==> config.mk <==
export PLATFORM = sky130hd
export DESIGN_NAME = fpc_probe
export DESIGN_NICKNAME = d
export VERILOG_FILES = /design/src/rtl/fpc_pkg.sv /design/src/rtl/fpc_field_decode.sv /design/src/rtl/fpc_mask_match.sv /design/src/rtl/fpc_probe.sv
export SDC_FILE = /design/constraint.sdc
export NUM_CORES = 1
export LEC_CHECK = 0
export BUFFER_PORTS_ARGS = -buffer_cell sky130_fd_sc_hd__buf_2
export CELL_PAD_IN_SITES_DETAIL_PLACEMENT = 0
export CELL_PAD_IN_SITES_GLOBAL_PLACEMENT = 1
export CORE_MARGIN = 2
export CORE_UTILIZATION = 17
export DETAILED_ROUTE_END_ITERATION = 10
export MAX_ROUTING_LAYER = met4
export PLACE_DENSITY_LB_ADDON = 0.1
export SLEW_MARGIN = 20
export SYNTH_ARGS = -nofsm -noshare
export SYNTH_HDL_FRONTEND = slang
export SYNTH_SLANG_ARGS = --single-unit
==> constraint.sdc <==
create_clock -name clk -period 0.9 [get_ports clk]
set_input_delay 0.09 -clock clk [delete_from_list [all_inputs] [get_ports clk]]
set_output_delay 0.09 -clock clk [all_outputs]
set_load 0.01 [all_outputs]
==> src/rtl/fpc_pkg.sv <==
package fpc_pkg;

    localparam int OP_W    = 128;
    localparam int NUM_FMT = 3;
    localparam int CLASS_W = 7;
    localparam int COND_W  = 4;
    localparam int FMT_SEL_W = $clog2(NUM_FMT + 1);

    // Class vector / mask bit positions
    localparam int CL_NAN  = 6;
    localparam int CL_PINF = 5;
    localparam int CL_NINF = 4;
    localparam int CL_PZER = 3;
    localparam int CL_NZER = 2;
    localparam int CL_PSUB = 1;
    localparam int CL_NSUB = 0;

    // Condition field bit positions
    localparam int CF_LT = 3;
    localparam int CF_GT = 2;
    localparam int CF_EQ = 1;
    localparam int CF_SO = 0;

    typedef enum logic [FMT_SEL_W-1:0] {
        FMT_W32  = 2'd0,
        FMT_W64  = 2'd1,
        FMT_W128 = 2'd2,
        FMT_WALT = 2'd3
    } fmt_e;

    function automatic int fmt_exp_w(input int idx);
        case (idx)
            0:       return 8;
            1:       return 11;
            default: return 15;
        endcase
    endfunction

    function automatic int fmt_frac_w(input int idx);
        case (idx)
            0:       return 23;
            1:       return 52;
            default: return 112;
        endcase
    endfunction

    typedef struct packed {
        logic              vld;
        logic [COND_W-1:0] cond;
    } probe_state_t;

endpackage

==> src/rtl/fpc_field_decode.sv <==
module fpc_field_decode
    import fpc_pkg::*;
#(
    parameter int EXP_W  = 8,
    parameter int FRAC_W = 23,
    localparam int TOT_W = 1 + EXP_W + FRAC_W
) (
    input  logic [TOT_W-1:0]   word,
    output logic [CLASS_W-1:0] cls,
    output logic               sign
);

    logic [EXP_W-1:0]  exp_f;
    logic [FRAC_W-1:0] frac_f;
    logic exp_ones, exp_zero, frac_any;

    always_comb begin
        sign     = word[TOT_W-1];
        exp_f    = word[TOT_W-2:FRAC_W];
        frac_f   = word[FRAC_W-1:0];
        exp_ones = &exp_f;
        exp_zero = ~|exp_f;
        frac_any = |frac_f;

        cls          = '0;
        cls[CL_NAN]  = exp_ones & frac_any;
        cls[CL_PINF] = exp_ones & ~frac_any & ~sign;
        cls[CL_NINF] = exp_ones & ~frac_any &  sign;
        cls[CL_PZER] = exp_zero & ~frac_any & ~sign;
        cls[CL_NZER] = exp_zero & ~frac_any &  sign;
        cls[CL_PSUB] = exp_zero &  frac_any & ~sign;
        cls[CL_NSUB] = exp_zero &  frac_any &  sign;
    end

endmodule

==> src/rtl/fpc_mask_match.sv <==
module fpc_mask_match
    import fpc_pkg::*;
(
    input  logic [CLASS_W-1:0] cls,
    input  logic [CLASS_W-1:0] mask,
    output logic               hit
);

    always_comb begin
        hit = |(cls & mask);
    end

endmodule

==> src/rtl/fpc_probe.sv <==
module fpc_probe
    import fpc_pkg::*;
(
    input  logic                 clk,
    input  logic                 rst_n,
    input  logic                 in_valid,
    input  logic [1:0]           fmt,
    input  logic [127:0]         operand,
    input  logic [6:0]           class_mask,
    output logic                 out_valid,
    output logic [3:0]           cond
);

    logic [NUM_FMT-1:0][CLASS_W-1:0] cls_all;
    logic [NUM_FMT-1:0]              sgn_all;

    for (genvar g = 0; g < NUM_FMT; g++) begin : g_fmt
        localparam int EW = fmt_exp_w(g);
        localparam int FW = fmt_frac_w(g);
        fpc_field_decode #(
            .EXP_W  (EW),
            .FRAC_W (FW)
        ) u_dec (
            .word (operand[EW+FW:0]),
            .cls  (cls_all[g]),
            .sign (sgn_all[g])
        );
    end

    logic [CLASS_W-1:0] cls_sel;
    logic               sgn_sel;
    logic               hit;

    always_comb begin
        case (fmt_e'(fmt))
            FMT_W32: begin cls_sel = cls_all[0]; sgn_sel = sgn_all[0]; end
            FMT_W64: begin cls_sel = cls_all[1]; sgn_sel = sgn_all[1]; end
            default: begin cls_sel = cls_all[2]; sgn_sel = sgn_all[2]; end
        endcase
    end

    fpc_mask_match u_match (
        .cls  (cls_sel),
        .mask (class_mask),
        .hit  (hit)
    );

    probe_state_t st_d, st_q;

    always_comb begin
        st_d     = st_q;
        st_d.vld = in_valid;
        if (in_valid) begin
            st_d.cond        = '0;
            st_d.cond[CF_LT] = sgn_sel;
            st_d.cond[CF_EQ] = hit;
        end
    end

    always_ff @(posedge clk or negedge rst_n) begin
        if (!rst_n) begin
            st_q <= '0;
        end else begin
            st_q <= st_d;
        end
    end

    assign out_valid = st_q.vld;
    assign cond      = st_q.cond;

endmodule

# [Yosys cells after proc, flatten, opt, wreduce, memory -nomap -nowiden]
# Cells that the tools add are included.
[classes] n_eq_ne=1 muxes=2 n_bitwise=37 reduce_logical=14
[op_table] operator="OR reduction 112 bit" count=1
[op_table] operator="OR reduction 52 bit" count=1
[op_table] operator="AND 1 bit" count=30
[op_table] operator="OR reduction 23 bit" count=1
[op_table] operator="AND reduction 15 bit" count=1
[op_table] operator="OR reduction 15 bit" count=1
[op_table] operator="case mux 7 bit (2 select lines)" count=1
[op_table] operator="AND reduction 11 bit" count=1
[op_table] operator="OR reduction 11 bit" count=1
[op_table] operator="AND reduction 8 bit" count=1
[op_table] operator="OR reduction 8 bit" count=1
[op_table] operator="AND 7 bit" count=1
[op_table] operator="OR reduction 7 bit" count=1
[op_table] operator="NOT 1 bit" count=6
[op_table] operator="logical NOT 1 bit" count=3
[op_table] operator="equality test 2 x 1 -> 1 bit (second input constant)" count=1
[op_table] operator="logical NOT 2 bit" count=1
[op_table] operator="case mux 1 bit (2 select lines)" count=1
[word_totals] register_bits=3 input_bits=140 output_inout_bits=5 elab_cells=56

# [Depth between registers and ports, before layout]
# Gate-level depths: netlist (run 1).
[depth] ltp_word=7 mapped_depth=8 mapped_depth_nobuf=7

# [By module]
# Synthesis (run 1) repeated with hierarchy kept, for this count alone.
[unflattened] cells_unflattened=162 hier_area_um2=1098.6
[modules_own_cells] module="fpc_field_decode at g_fmt[2].u_dec" instances=1 cells_each=61 area_per_inst_um2=382.9 seq_area_each_um2=0.0
[modules_own_cells] module="fpc_probe" instances=1 cells_each=35 area_per_inst_um2=287.8 seq_area_each_um2=75.1
[modules_own_cells] module="fpc_field_decode at g_fmt[1].u_dec" instances=1 cells_each=36 area_per_inst_um2=239.0 seq_area_each_um2=0.0
[modules_own_cells] module="fpc_field_decode at g_fmt[0].u_dec" instances=1 cells_each=26 area_per_inst_um2=158.9 seq_area_each_um2=0.0
[modules_own_cells] module="fpc_mask_match" instances=1 cells_each=4 area_per_inst_um2=30.0 seq_area_each_um2=0.0

# [Worst setup path before layout (run 1)]
# No wires, ideal clock.
[synth_path] kind="input-to-reg" from="input port operand[23]" to="register st_q (netlist bit cond[1])" setup_ps=133 t_arrival_ps=1991 required_time_ps=767 path_slack_ps=-1224 path_stages=7 n_path_buf=0 cell_sequence="nor4_2 -> nand4_2 -> nor4_4 -> mux2_2 -> or4_1 -> a221oi_2 -> a31oi_1"
[synth_via] elab_chain_cells=7 word_cells_on_any_way=40 cone_classes="mux: 1; bitwise: 33; reduce/logical: 6"
[synth_lines] item="start: declaration" line="fpc_probe.sv:8" source="input logic [127:0] operand,"
[synth_lines] item="OR reduction 112 bit (tied with other cells)" line="fpc_field_decode.sv:23" source="frac_any = |frac_f;"
[synth_lines] item="NOT 1 bit or logical NOT 1 bit (tied branches)"
[synth_lines] item="AND 1 bit (on tied branches)"
[synth_lines] item="AND 1 bit (tied with other cells)" line="fpc_field_decode.sv:30" source="cls[CL_NZER] = exp_zero & ~frac_any & sign;"
[synth_lines] item="case mux 7 bit (2 select lines) (*)" line="fpc_probe.sv:35" source="case (fmt_e'(fmt))"
[synth_lines] item="AND 7 bit (*)" line="fpc_mask_match.sv:10" source="hit = |(cls & mask);"
[synth_lines] item="OR reduction 7 bit (*)" line="fpc_mask_match.sv:10"
[synth_lines] item="end signal: assignment" line="fpc_probe.sv:64" source="st_q <= st_d;"
[synth_lines] item="end: declaration" line="fpc_probe.sv:48" source="probe_state_t st_d, st_q;"
# Mark *: on every way between the ends. The rest lies on a longest branch, timed or not.
# A chain may end at the register's enable or synchronous reset.

# [Worst setup path after layout (run 1)]
[layout_path] from="input port operand[44]" to="register st_q (netlist bit cond[1])"
[layout_via] elab_chain_cells=7 word_cells_on_any_way=27 cone_classes="mux: 1; bitwise: 23; reduce/logical: 3"
[layout_lines] item="OR reduction 112 bit or OR reduction 52 bit (tied branches)" line="fpc_field_decode.sv:23"
[layout_lines] item="NOT 1 bit"
[layout_lines] item="AND 1 bit (on tied branches) (2 in series)"
[layout_lines] item="case mux 7 bit (2 select lines) (*)" line="fpc_probe.sv:35"
[layout_lines] item="AND 7 bit (*)" line="fpc_mask_match.sv:10"
[layout_lines] item="OR reduction 7 bit (*)" line="fpc_mask_match.sv:10"
# Marked as above.

==> flow_summary.toml, run 1 <==
[clock_network]
cts_tree = "yes"
cts_buffers = 3
cts_max_path_buffers = 2
root_buffer = "clkbuf_8"
path_clk_slew_ns = 0.03
cts_max_level = 1
clk_latency_ns = 0.21
cts.sinks = 3

[cells_and_area]
drive_gt1_frac = 0.686
area_growth_pct = 143
n_antenna_cell = 0
stdcell_area_sq_um = 2100
fin_cells = 373
finalNetCount = 447

[drt]
post_drt_via_cell_ratio = 4.57
wl_per_cell_um = 11.7
drc_errors = 0
totalWireLength_um = 4360
ant_nets = 0
drt_iter0_drc = 28
first_pass_iters = 4
num_vias = 1703

[logic_synthesis]
synth_flop_cell = "dfrtp_1"
synth_xor_area_frac = 0
synth_top_area_share = 0.203
synth.area.mux_share = 0.0478
synth-edff-count = 0
synth_area_sq_um = 863
synthAdderAreaFrac = 0
synth_compound_area_frac = 0.143
ys_seq_area_frac = 0.0870
synth_area_leaders = "nor4_1 (20%), dfrtp_1 (8.7%), nand4_1 (8.0%), nor4_4 (4.9%), nand4_2 (4.3%)"
yosysUniqueCellTypes = 39
synthSimpleGateAreaFrac = 0.662
synth_top_cell_by_area = "nor4_1"
ys_ff_latch = 3
synth_top_family_by_area = "simple AND/OR/NAND/NOR gates"
async_flop_share = 1.00
syn_inst = 118
synth.most_common_cell = "nor4_1"
ys_warn_count = 0
synthTopCellsByCount = "nor4_1 (28), nand4_1 (11), nand2_1 (8), nand3_1 (7)"
avgSynthCellArea_sq_um = 7.32

[sta]
rsz0062_at_grt = "yes"
finClkSkew_ns = 0
setup_slack_ns = -1.06
min_period_ns = 1.96
maxSlewViolCount = 0
period_share = 2.18
setup_viol = 2
max_freq_mhz = 511
hold_viol_final = 0

[min_path]
hp-class = "in -> reg"

[setup_path]
crit_family = "simple AND/OR/NAND/NOR gates"
slowest_delay_ns = 0.41
crit_slowest_cell = "or4_1"
critPathKind = "in -> reg"
path_common_cell = "nor4_4"
worstPathMaxFanout = 2
critPathLaunchType = "input port"
arrival_ns = 2.04
crit_chain = "buf_2, nor4_4, nand4_2, nor4_4, mux2_4, or4_1, a221oi_2, a31oi_1"
rrSetupSlack_ns = 0.26
cp.required_ns = 0.98
end_kind = "register"
crit_buf_inv = 1

[die]
rows = 25
io_pins = 145
fp.coreArea_sq_um = 4820
dieArea_sq_um = 5660
die_x_um = 75.3
fp.dieH_um = 75.3
start_util = 0.179

[job]
maxCapViolations = 0

[power_and_ir_drop]
ir_worst_vdd_uv = 546
combPwrFrac = 0.544
power_density_nw_per_um2 = 552
clkPwrFrac = 0.325
p_leak_nw = 1.06
p_sw_uw = 329
pwr-share-seq = 0.131
swShare = 0.283
internal-power_uw = 832

[placed_design]
io_buffers = 142
dp_hpwl_um = 4000
post-place-ws_ns = -1.31
post-place-cells = 365
placed_cell_area_sq_um = 1980
place_congestion = 0.753

[run_status]
violations = "setup timing"
status = "finished, violations left"

[global_routing]
antenna_found_initial = 0
gr-usage-all-layers = 0.148
globalRouteOverflowTotal = 0
grt_pass1_wl_um = 6480
grt_pass1_vias = 1575
grt_max_degree = 7
==> layout by cell type, fill, tap and decap left out, types with 4 or more instances in the layout <==
cell | netlist | layout
buf_2 | 0 | 141
buf_4 | 2 | 39
buf_6 | 0 | 4
inv_1 | 5 | 5
nand2_1 | 8 | 6
nand3_1 | 7 | 7
nand4_1 | 11 | 11
nor2_1 | 6 | 6
nor3_1 | 6 | 6
nor4_1 | 28 | 23
nor4_2 | 3 | 5
nor4_4 | 2 | 5
==> what timing repair did <==
action / CTS / global route
setup buffers: 3 / 0
pin swaps: 2 / 0
endpoints found under the setup margin: 2 / 2
resized for setup: 10 / 1
hold endpoints to repair: 3 / 0
hold buffers: 1 / 0
==> cell families after synthesis <==
group                  Yosys count
AOI/OAI and AO/OA               16
DFF                              3
muxes                            4
buffers and inverters            8
and+or+nand+nor                 86
other                            1
==> sequential cells by signal, summed over array words and instances, names as in the netlist <==
register   cells
cond           2
out_valid      1
==> worst paths after layout <==
kind / from / end / depth (start not counted)
worst max-delay path: operand[44] / cond[1] / 8
worst min-delay path: in_valid / out_valid / 2
worst max register to register: cond[1] / cond[1] / 2
worst min register to register: cond[3] / cond[3] / 2
max in group asynchronous: rst_n / cond[3] / 2
min in group asynchronous: rst_n / cond[1] / 2
==> stage by stage <==
step | total power, mW | utilization | TNS, ns | hold slack [ns]
2_1_floorplan | 0.284 | - | -1.12 | -0.206
3_3_place_gp | 0.747 | 0.411 | -1.63 | -0.111
3_5_place_dp | 0.752 | 0.411 | -1.64 | -0.112
4_1_cts | 1.17 | 0.435 | -1.15 | 0.134
5_1_grt | 1.26 | 0.436 | -1.31 | 0.137
6_report | 1.16 | 0.436 | -1.12 | 0.138
==> metal layers <==
layer / track usage / vias up / share of wire
li1: - / 886 / -
met1: 0.167 / 728 / 0.43
met2: 0.286 / 89 / 0.48
met3: 0.0174 / 0 / 0.095
met4: 0.0175 / 0 / 0
met5: - / - / 0
==> power by group through the flow <==
stage               logic (mW)  clock network, mW  registers [mW]
global route             0.699              0.405           0.152
CTS                      0.633              0.386           0.152
floorplan                0.124                  0           0.160
finish                   0.632              0.377           0.152
detailed placement       0.599                  0           0.153
global placement         0.593                  0           0.154
==> layout make-up <==
cell class / instances / area, sq um
clock buffer: 4 / 45.0
fill: 501 / 2720
inverter: 5 / 18.8
multi-input combinational: 108 / 811
sequential: 3 / 75.1
tap: 67 / 83.8
timing repair buffer: 186 / 1070
==> worst reg2reg max path, cell delays in order, from the launching register on <==
cell and delay (ns):
dfrtp_1 0.36, nor2_1 0.10, a31oi_1 0.05
No activity file was read; power rests on OpenSTA's default activity.
==> run 2: changes to the inputs <==
--- a/config.mk
+++ b/config.mk
@@ -9,7 +9,7 @@
 export CELL_PAD_IN_SITES_DETAIL_PLACEMENT = 0
 export CELL_PAD_IN_SITES_GLOBAL_PLACEMENT = 1
 export CORE_MARGIN = 2
-export CORE_UTILIZATION = 17
+export CORE_UTILIZATION = 16
 export DETAILED_ROUTE_END_ITERATION = 10
 export MAX_ROUTING_LAYER = met4
 export PLACE_DENSITY_LB_ADDON = 0.1
==> constraint.sdc (replaced) <==
create_clock -name clk -period 1.9 [get_ports clk]
set_input_delay 0.19 -clock clk [delete_from_list [all_inputs] [get_ports clk]]
set_output_delay 0.19 -clock clk [all_outputs]
set_load 0.01 [all_outputs]
==> flow_summary.toml, run 2 (synthesis gave the netlist of run 1 again) <==
[placed_design]
io_buffers = 142
place_congestion = 0.776
post-place-ws_ns = -0.416
dp_hpwl_um = 3920

[cells_and_area]
drive_gt1_frac = 0.645
largest_register_ffs = 2
final_common_cell = "buf_2"
final_cell_mix = "buf_2 (142), nor4_1 (24), buf_4 (16)"
fin_util = 0.359
n_antenna_cell = 0
area_growth_pct = 115
finalNetCount = 420

[die]
io_pins = 145
start_util = 0.167
dieArea_sq_um = 6000
fp.coreArea_sq_um = 5170
die_x_um = 77.5
fp.dieH_um = 77.5
rows = 26

[sta]
setup_slack_ns = -0.179
hold_viol_final = 0
max_freq_mhz = 481
rsz0062_at_grt = "yes"
holdWs_ns = 0.158
finClkSkew_ns = 0
fin_tns_setup_ns = -0.179
period_share = 1.09
min_period_ns = 2.08
maxSlewViolCount = 0
setup_viol = 1

[clock_network]
cts.sinks = 3
root_buffer = "clkbuf_8"
cts_max_level = 1
cts_resized = 0
cts_setup_buffers = 0
cts_max_path_buffers = 2
cts_tree = "yes"
path_clk_slew_ns = 0.03
cts_buffers = 3
clk_latency_ns = 0.21

[drt]
drc_errors = 0
wl_per_cell_um = 12.2
totalWireLength_um = 4260
num_vias = 1607
post_drt_via_cell_ratio = 4.60
ant_nets = 0
first_pass_iters = 4
drt_iter0_drc = 30

[global_routing]
grt_max_degree = 7
globalRouteOverflowTotal = 0
grt_pass1_vias = 1624
grt_pass1_wl_um = 6740
antenna_found_initial = 0
gr-usage-all-layers = 0.136

[min_path]
hp-class = "in -> reg"
min_to = "out_valid"
hp-start = "in_valid"
whs_path_depth = 1

[setup_path]
rr_endpoint = "cond[1]"
critPathKind = "in -> reg"
reg2reg_depth = 2
rrSetupSlack_ns = 1.24
end_kind = "register"
critPathLaunchType = "input port"
reg2reg_from = "cond[1]"
cp.required_ns = 1.98
arrival_ns = 2.16
worstPathMaxFanout = 2

[power_and_ir_drop]
power_density_nw_per_um2 = 275
power_uw = 511
ir_worst_vdd_uv = 365
p_leak_nw = 0.914

[job]
maxCapViolations = 0

[run_status]
violations = "setup timing"
status = "finished, violations left"
run 2: changes by cell type in the layout (fill, tap and decap cells not counted), sizes merged:
cell  delta
buf     -27
run 2: metrics by stage:
step                instance area [sq um]  instances
floorplan                             913        119
global placement                     1800        344
detailed placement                   1800        344
CTS                                  1860        349
global route                         1860        349
finish                               1860        349
run 2: routing by layer:
metal	track usage	up-vias	wire length, um
met5	-	-	0
met4	0.0214	0	0
met3	0.0128	0	276
met2	0.251	74	2110
met1	0.163	706	1880
li1	-	827	-
run 2: layout make-up:
cell class | instances | area [sq um]
sequential | 3 | 75.1
multi-input combinational | 108 | 791
timing repair buffer | 159 | 841
tap | 70 | 87.6
fill | 556 | 3310
inverter | 5 | 18.8
clock buffer | 4 | 45.0
run 2: how the worst max path moves through the flow:
stage | from | end | cells after the start
3_5_place_dp | operand[31] | cond[1] | 8
3_3_place_gp | operand[23] | cond[1] | 8
2_1_floorplan | operand[31] | cond[1] | 7
6_report | operand[31] | cond[1] | 8
5_1_grt | operand[31] | cond[1] | 8
4_1_cts | operand[31] | cond[1] | 8
run 2: critical path, cell delays in order:
cell and delay [ns]:
buf_2 0.12, nor4_4 0.27, nand4_2 0.18, nor4_4 0.35, mux2_4 0.32, or4_1 0.43
a221oi_2 0.18, a31oi_1 0.11
run 2: report_power, final:
| part | internal [mW] | switching [mW] | total, mW |
|---|---|---|---|
| clock | 0.143 | 0.0408 | 0.184 |
| sequential | 0.0699 | 0.00279 | 0.0727 |
| combinational | 0.146 | 0.109 | 0.255 |
run 2: what timing repair did:
item                                    CTS  global route
pin swaps                                 0             0
endpoints found under the setup margin    1             1
hold buffers                              1             0
endpoints found under the hold margin     3             0
